## config.mk

```make
export PLATFORM = sky130hd
export DESIGN_NAME = sar_port_top
export DESIGN_NICKNAME = d
export VERILOG_FILES = /design/src/rtl/sar_port_pkg.sv /design/src/rtl/sar_port_sync.sv /design/src/rtl/sar_port_shifter.sv /design/src/rtl/sar_port_top.sv
export SDC_FILE = /design/constraint.sdc
export NUM_CORES = 1
export LEC_CHECK = 0
export BUFFER_PORTS_ARGS = -buffer_cell sky130_fd_sc_hd__buf_2
export CORE_AREA = 2 2 82 84
export CTS_BUF_LIST = sky130_fd_sc_hd__clkbuf_16
export CTS_CLUSTER_DIAMETER = 80
export DETAILED_ROUTE_END_ITERATION = 10
export DIE_AREA = 0 0 84 86
export GPL_ROUTABILITY_DRIVEN = 0
export MAX_ROUTING_LAYER = met4
export PLACE_DENSITY_LB_ADDON = 0.05
export SKIP_CTS_REPAIR_TIMING = 1
export SLEW_MARGIN = 10
export SYNTH_ARGS = -nofsm -noshare
export SYNTH_HDL_FRONTEND = slang
export SYNTH_HIERARCHICAL = 1
export SYNTH_SLANG_ARGS = --single-unit
```

## constraint.sdc

```tcl
create_clock -name clk -period 2.18 [get_ports clk]
set_input_delay 0.545 -clock clk [delete_from_list [all_inputs] [get_ports clk]]
set_output_delay 0.545 -clock clk [all_outputs]
set_load 0.01 [all_outputs]
```

## src/rtl/sar_port_pkg.sv

```systemverilog
package sar_port_pkg;

    typedef enum logic [2:0] {
        ST_IDLE,
        ST_LEAD,
        ST_START,
        ST_DATA,
        ST_TAIL
    } port_state_t;

endpackage

```

## src/rtl/sar_port_sync.sv

```systemverilog
module sar_port_sync #(
    parameter int               WIDTH   = 2,
    parameter int               STAGES  = 2,
    parameter logic [WIDTH-1:0] RST_VAL = '0
) (
    input  logic             clk,
    input  logic             rst_n,
    input  logic [WIDTH-1:0] pins,
    output logic [WIDTH-1:0] level
);

    for (genvar b = 0; b < WIDTH; b++) begin : g_bit
        logic [STAGES-1:0] chain;

        always_ff @(posedge clk or negedge rst_n) begin
            if (!rst_n) begin
                chain <= {STAGES{RST_VAL[b]}};
            end else begin
                chain <= {chain[STAGES-2:0], pins[b]};
            end
        end

        assign level[b] = chain[STAGES-1];
    end

endmodule

```

## src/rtl/sar_port_shifter.sv

```systemverilog
module sar_port_shifter #(
    parameter int W = 16
) (
    input  logic         clk,
    input  logic         rst_n,
    input  logic         load,
    input  logic         shift,
    input  logic [W-1:0] word,
    output logic         msb
);

    logic [W-1:0] sh_q;

    always_ff @(posedge clk or negedge rst_n) begin
        if (!rst_n) begin
            sh_q <= '0;
        end else if (load) begin
            sh_q <= word;
        end else if (shift) begin
            sh_q <= {sh_q[W-2:0], 1'b0};
        end
    end

    assign msb = sh_q[W-1];

endmodule

```

## src/rtl/sar_port_top.sv

```systemverilog
module sar_port_top
    import sar_port_pkg::*;
#(
    parameter int DATA_W      = 16,
    parameter int LEAD_FALLS  = 5,
    parameter int SYNC_STAGES = 2
) (
    input  logic              clk,
    input  logic              rst_n,
    input  logic              sclk_in,
    input  logic              csn_in,
    input  logic [DATA_W-1:0] result_in,
    output logic              conv_start,
    output logic              dout,
    output logic              dout_oe,
    output logic              frame_done
);

    localparam int CNT_MAX = (DATA_W > LEAD_FALLS) ? DATA_W : LEAD_FALLS;
    localparam int CNT_W   = $clog2(CNT_MAX + 1);
    localparam logic [CNT_W-1:0] LEAD_LAST = CNT_W'(LEAD_FALLS - 1);
    localparam logic [CNT_W-1:0] DATA_LAST = CNT_W'(DATA_W);
    localparam logic [CNT_W-1:0] CNT_ONE   = CNT_W'(1);

    // pin synchronizers: bit 0 select (idles high), bit 1 shift clock
    logic [1:0] pin_lvl;
    logic       cs_s, sclk_s, cs_q, sclk_q;
    logic       cs_fell, sclk_fell;

    sar_port_sync #(
        .WIDTH  (2),
        .STAGES (SYNC_STAGES),
        .RST_VAL(2'b01)
    ) u_sync (
        .clk  (clk),
        .rst_n(rst_n),
        .pins ({sclk_in, csn_in}),
        .level(pin_lvl)
    );

    assign cs_s      = pin_lvl[0];
    assign sclk_s    = pin_lvl[1];
    assign cs_fell   = cs_q & ~cs_s;
    assign sclk_fell = sclk_q & ~sclk_s;

    port_state_t      state, state_nxt;
    logic [CNT_W-1:0] cnt, cnt_nxt;
    logic             load_word, shift_en, sh_msb;

    // next-state decision
    always_comb begin
        state_nxt = state;
        cnt_nxt   = cnt;
        if (cs_s) begin
            state_nxt = ST_IDLE;
            cnt_nxt   = '0;
        end else begin
            unique case (state)
                ST_IDLE: begin
                    if (cs_fell) begin
                        state_nxt = ST_LEAD;
                        cnt_nxt   = '0;
                    end
                end
                ST_LEAD: begin
                    if (sclk_fell) begin
                        if (cnt == LEAD_LAST) begin
                            state_nxt = ST_START;
                            cnt_nxt   = '0;
                        end else begin
                            cnt_nxt = cnt + CNT_ONE;
                        end
                    end
                end
                ST_START: begin
                    if (sclk_fell) begin
                        state_nxt = ST_DATA;
                        cnt_nxt   = CNT_ONE;
                    end
                end
                ST_DATA: begin
                    if (sclk_fell) begin
                        if (cnt == DATA_LAST) begin
                            state_nxt = ST_TAIL;
                        end else begin
                            cnt_nxt = cnt + CNT_ONE;
                        end
                    end
                end
                ST_TAIL: begin
                    state_nxt = ST_TAIL;
                end
                default: begin
                    state_nxt = ST_IDLE;
                    cnt_nxt   = '0;
                end
            endcase
        end
    end

    assign load_word = (state == ST_LEAD) && (state_nxt == ST_START);
    assign shift_en  = sclk_fell && !cs_s &&
                       ((state == ST_START) || (state == ST_DATA));

    sar_port_shifter #(
        .W(DATA_W)
    ) u_shift (
        .clk  (clk),
        .rst_n(rst_n),
        .load (load_word),
        .shift(shift_en),
        .word (result_in),
        .msb  (sh_msb)
    );

    // state register and edge history
    always_ff @(posedge clk or negedge rst_n) begin
        if (!rst_n) begin
            state  <= ST_IDLE;
            cnt    <= '0;
            cs_q   <= 1'b1;
            sclk_q <= 1'b0;
        end else begin
            state  <= state_nxt;
            cnt    <= cnt_nxt;
            cs_q   <= cs_s;
            sclk_q <= sclk_s;
        end
    end

    // registered outputs
    always_ff @(posedge clk or negedge rst_n) begin
        if (!rst_n) begin
            dout       <= 1'b0;
            dout_oe    <= 1'b0;
            frame_done <= 1'b0;
            conv_start <= 1'b0;
        end else begin
            dout_oe    <= (state_nxt == ST_START) || (state_nxt == ST_DATA) ||
                          (state_nxt == ST_TAIL);
            frame_done <= (state == ST_DATA) && (state_nxt == ST_TAIL);
            conv_start <= (state == ST_IDLE) && (state_nxt == ST_LEAD);
            if (state_nxt != ST_DATA) begin
                dout <= 1'b0;
            end else if (shift_en) begin
                dout <= sh_msb;
            end
        end
    end

    AST_OE_OFF_DESELECTED: assert property (@(posedge clk) disable iff (!rst_n)
        cs_s |=> !dout_oe);
    AST_CONV_PIN_RELEASED: assert property (@(posedge clk) disable iff (!rst_n)
        conv_start |-> !dout_oe);
    AST_START_BIT_LOW: assert property (@(posedge clk) disable iff (!rst_n)
        $rose(dout_oe) |-> !dout);
    AST_DONE_SINGLE: assert property (@(posedge clk) disable iff (!rst_n)
        frame_done |=> !frame_done);
    AST_DONE_TAIL_LOW: assert property (@(posedge clk) disable iff (!rst_n)
        frame_done |-> (dout_oe && !dout));
    AST_DOUT_HOLDS: assert property (@(posedge clk) disable iff (!rst_n)
        (!sclk_fell && !cs_s) |=> $stable(dout));

endmodule

```

; Word level (Yosys, flattened, before mapping)
; Index checks and enable logic that the tools add are counted.
[totals]
reg_bits = 34
output_inout_bits = 4
[op_classes]
bitwise = 4
reduce_logical = 13
muxes = 20
eq_ne = 17
addsub = 1
[op_table]
columns = operator, count
row1 = $mux W5, 7
row2 = $mux W16, 2
row3 = $pmux W5 S5, 1
row4 = $mux W3, 7
row5 = $ne A3 B2 Y1 const B, 6
row6 = $pmux W3 S5, 1
row7 = $eq A3 B2 Y1 const B, 4
row8 = $eq A3 B1 Y1 const B, 2
row9 = $eq A3 B3 Y1 const B, 2
row10 = $reduce_and A6 Y1, 1
row11 = $add A5 B1 Y5 const B, 1
row12 = $eq A5 B3 Y1 const B, 1
row13 = $eq A5 B5 Y1 const B, 1
row14 = $logic_and A1 B1 Y1, 5
row15 = $reduce_bool A2 Y1, 2
row16 = $logic_not A3 Y1, 1
row17 = $logic_or A1 B1 Y1, 3
row18 = $and A1 B1 Y1, 2
row19 = $mux W1, 2
row20 = $ne A2 B1 Y1 const B, 1
row21 = $not A1 Y1, 2
row22 = $logic_not A1 Y1, 1

; Longest topological paths before layout
[depth]
ltp_word = 8
ltp_mapped = 9
mapped_depth_nobuf = 8

; Hierarchy
; The synthesis kept the hierarchy.
[by_module_without_submodules]
columns = module, instances, cells_per_inst, area_each_um2
row1 = sar_port_top, 1, 85, 863.3
row2 = sar_port_shifter, 1, 69, 742.0
row3 = sar_port_sync, 1, 6, 117.6

; Worst setup path after synthesis
; No wires, ideal clock.
[synth_timing]
path_type = flip-flop to flip-flop
startpoint = register cnt[0]
endpoint = register u_shift.sh_q[14]
slack_ns = 0.043
n_path_buf = 1
stages_incl_launch_ff = 9
arrival_time_ns = 2.002
required_ns = 2.045
path_cell_list = dfrtp_1 -> inv_1 -> ha_1 -> and4bb_1 -> a31oi_1 -> or4_4 -> nor3_2 -> clkbuf_1 -> o21ai_0
[synth_between]
elab_chain_len = 8
[synth_lines]
columns = item, line
row1 = from (decl), sar_port_top.sv:47  ; logic [CNT_W-1:0] cnt, cnt_nxt;
row2 = from (signal assigned), sar_port_top.sv:125  ; cnt <= cnt_nxt;
row3 = $eq A5 B5 Y1 or $eq A5 B3 Y1 (tied branches), "sar_port_top.sv:83, sar_port_top.sv:67"
row4 = "$mux W3, on equally long branches", "sar_port_top.sv:83, sar_port_top.sv:67"
row5 = "$mux W3, on equally long branches", "sar_port_top.sv:82, sar_port_top.sv:66"
row6 = $pmux W3 S5 (*), sar_port_top.sv:58  ; unique case (state)
row7 = $mux W3 (*), sar_port_top.sv:54  ; if (cs_s) begin
row8 = $eq A3 B2 Y1 (*), sar_port_top.sv:101  ; assign load_word = (state == ST_LEAD) && (state_nxt == ST_START);
row9 = $logic_and A1 B1 Y1 (*), sar_port_top.sv:101
row10 = net load_word, sar_port_top.sv:48  ; logic load_word, shift_en, sh_msb;
row11 = $mux W16 or $reduce_bool A2 Y1 (tied branches), -
row12 = to (signal assigned), sar_port_shifter.sv:18  ; sh_q <= word;
row13 = to (signal assigned), sar_port_shifter.sv:20  ; sh_q <= {sh_q[W-2:0], 1'b0};
row14 = to (decl), sar_port_shifter.sv:12  ; logic [W-1:0] sh_q;
; Mark *: on every way through the listed nets, which the timed path passes. The rest lies on a longest branch.
; A chain may end at the register's enable or synchronous reset.

; Final worst setup path
[layout_timing]
startpoint = register cnt[1]
endpoint = register u_shift.sh_q[6]
; Same word-level chain as after synthesis.

==> impl_metrics.ini <==
[timing]
hold_viol = 0
min_period_over_period_pct = 94.1
fmax_ghz = 0.488
setup_viol = 0
clock_skew_ns = 0.00442
tightestPinTransition_ns = 0.768
slew-limit-headroom_pct = 48.8
tns_ns = 0
rsz0062_at_grt = no
maxSlewViolCount = 0
period_minus_slack_ns = 2.05

[yosys]
yosysWarningCount = 6
ys_ff_latch = 34
ys_types = 40
synth-xor-area-share_pct = 0
yosysSeqAreaShare_pct = 49.6
synthAdderAreaFrac_pct = 1.45
netlist_area_um2 = 1720
synthMuxAreaShare_pct = 10.5
synth_top_family_by_area = simple AND/OR/NAND/NOR gates
synth_area_per_cell_um2 = 10.8
synth_cells = 160
syn_nets = 182
synth_compound_area_share_pct = 8.71
synth_simple_gate_area_share_pct = 24.2

[routing]
viasPerCell = 4.67
vias = 1257
drt-total-wl_um = 3570
drtPass1Iterations = 4
ant_nets = 0
drcViolationCount = 0
dr.first_iter.drc_count = 74
wl_per_cell_um = 13.3

[grt]
grt_start_max_net_pins = 35
grt_pass1_vias = 1294
grt_pass1_wl_um = 6160
grt_antenna_before_repair = 0
grt.overflow.total = 0
grt_usage_pct = 11.1

[final_layout]
stdcell_area_um2 = 2140
area_delta_synth_final_pct = 24.3
drive_gt1_share_pct = 28.1
n_fill_cell = 656
antennaDiodeCount = 0
multiInputGateArea_um2 = 791
fin_nets = 213
seqCellArea_um2 = 855

[worst_setup_path]
worstRegToRegCells = 10
critPathCaptureType = flop
cp.required_ns = 2.37
cp.arrival_ns = 2.25
path_class = reg2reg
crit_path_max_fanout = 19
cp-start-kind = flop

[clock_network]
cts_sinks = 34
cts_tree = built
path_clk_slew_ns = 0.05
cts_buffers = 5
cts_max_level = 2
root_buffer = clkbuf_16
max-clock-path-buffers = 2
clock_latency_ns = 0.27

[floorplanning]
coreArea_um2 = 6280
fp.dieArea_um2 = 7220
ios = 24
fp-row-count = 29
die_y_um = 86
fp.dieW_um = 84
initial_core_util_pct = 27.4

[pwr]
p_leak_nw = 0.885
ir_drop_mv = 0.295
power.density_nw_per_um2 = 705

[run_status]
status = finished, final reports clean

[placed_design]
place_area_um2 = 1950
dp_hpwl_um = 2620
port_buffers = 23

[hold_path]
hold_path.class = in2async

[flow_run]
max_cap_viol_count = 0
through the flow:
step                      worst slack, ns  power (mW)  utilization (%)  instances  hold WS (ns)
after floorplan                    0.0432       0.699                -        160         0.249
after global placement             0.0965       0.741             31.0        260         0.338
after detailed placement           0.0686       0.741             31.0        260         0.339
after CTS                          0.0530        1.54             33.6        268         0.352
after global routing               0.0171        1.59             34.1        269         0.360
final                               0.129        1.51             34.1        269         0.347
layout make-up:
class / count / area share (%)
tap: 77 / 4.50
sequential: 34 / 39.9
clock inverter: 3 / 1.75
multi-input combinational: 111 / 36.9
inverter: 4 / 0.701
clock buffer: 5 / 5.84
timing repair buffer: 35 / 10.3
worst max-delay path: stages, from the launching register on:
cell	delay, ns
dfrtp_1	0.37
inv_1	0.11
ha_4	0.16
and4bb_1	0.21
a31oi_1	0.08
or4_4	0.44
nor3_4	0.18
buf_6	0.14
buf_12	0.13
nand2_1	0.05
o21ai_1	0.08
cells in the mapped netlist (all sizes together):
| master | count | share of area (%) |
|---|---|---|
| o21ai | 16 | 4.6 |
| or3b | 1 | 0.51 |
| nor2 | 3 | 0.65 |
| a31oi | 1 | 0.36 |
| or4 | 2 | 1.3 |
| nand2b | 5 | 1.8 |
| clkbuf | 2 | 0.44 |
| inv | 4 | 0.87 |
| nor3b | 1 | 0.73 |
| dfstp | 3 | 4.6 |
| nor3 | 2 | 0.87 |
| nand2 | 20 | 4.4 |
| or2b | 1 | 0.44 |
| nor2b | 2 | 0.73 |
| nor4b | 1 | 0.87 |
| buf | 9 | 4.3 |
| nand4 | 2 | 0.73 |
| o211ai | 3 | 1.3 |
| a21oi | 2 | 0.80 |
| dfrtp | 31 | 45 |
| mux2i | 18 | 10 |
| and4bb | 1 | 0.73 |
| or4b | 1 | 0.58 |
| nand3 | 12 | 3.5 |
| and2b | 2 | 0.87 |
| ha | 2 | 1.5 |
| nor4 | 3 | 1.1 |
| nand4b | 1 | 0.51 |
| and3 | 2 | 0.73 |
| and4 | 1 | 0.51 |
| or2 | 1 | 0.36 |
| a211oi | 3 | 1.6 |
| nand3b | 2 | 2.3 |
layout by cell type (no fill, tap or decap), drive strengths merged, types with 2 or more instances in the layout:
master  netlist  routed
buf           9      35
dfrtp        31      31
nand2        20      20
mux2i        18      18
o21ai        16      16
nand3        12      12
nand2b        5       5
inv           4       5
clkbuf        2       5
nor2          3       3
nor4          3       3
o211ai        3       3
dfstp         3       3
a211oi        3       3
nand3b        2       2
or4           2       2
and2b         2       2
nor2b         2       2
and3          2       2
nand4         2       2
a21oi         2       2
nor3          2       2
ha            2       2
flip-flops by register name, indices dropped and copies added (netlist names):
register            cells
cnt                     5
conv_start              1
cs_q                    1
dout                    1
dout_oe                 1
frame_done              1
sclk_q                  1
state                   3
u_shift/sh_q           16
u_sync/g_bit.chain      4
cells by family (layout without fill, tap and decap cells):
kind of cell             count (synthesis)  after routing
AO/OA/AOI/OAI                           25             25
buffers and inverters                   15             47
flip-flops                              34             34
AND/OR/NAND/NOR                         66             66
multiplexers                            18             18
adder cells (fa/ha/maj)                  2              2
worst paths after layout:
path	slack, ns	end	from
setup / recovery	0.13	u_shift/sh_q[6]	cnt[1]
hold / removal	0.35	cnt[1]	rst_n
setup reg to reg	0.13	u_shift/sh_q[6]	cnt[1]
hold reg to reg	0.35	u_sync/g_bit[1].chain[1]	u_sync/g_bit[1].chain[0]
max in group asynchronous	1.34	state[1]	rst_n
min in group clk	0.35	u_sync/g_bit[1].chain[1]	u_sync/g_bit[1].chain[0]
where the power goes:
| group | total (mW) | internal, mW | switching [mW] |
|---|---|---|---|
| Sequential | 0.652 | 0.644 | 0.00865 |
| Combinational | 0.0785 | 0.0333 | 0.0451 |
| Clock | 0.779 | 0.530 | 0.249 |
| Total | 1.51 | 1.21 | 0.303 |
routing by layer:
metal	vias up	global-route usage [%]	wire, µm
met2	32	16.7	1610
met1	586	14.3	1710
li1	635	-	-
met4	0	3.96	38
met3	4	3.46	206
met5	-	-	0
Power figures use the tool's default switching activity.
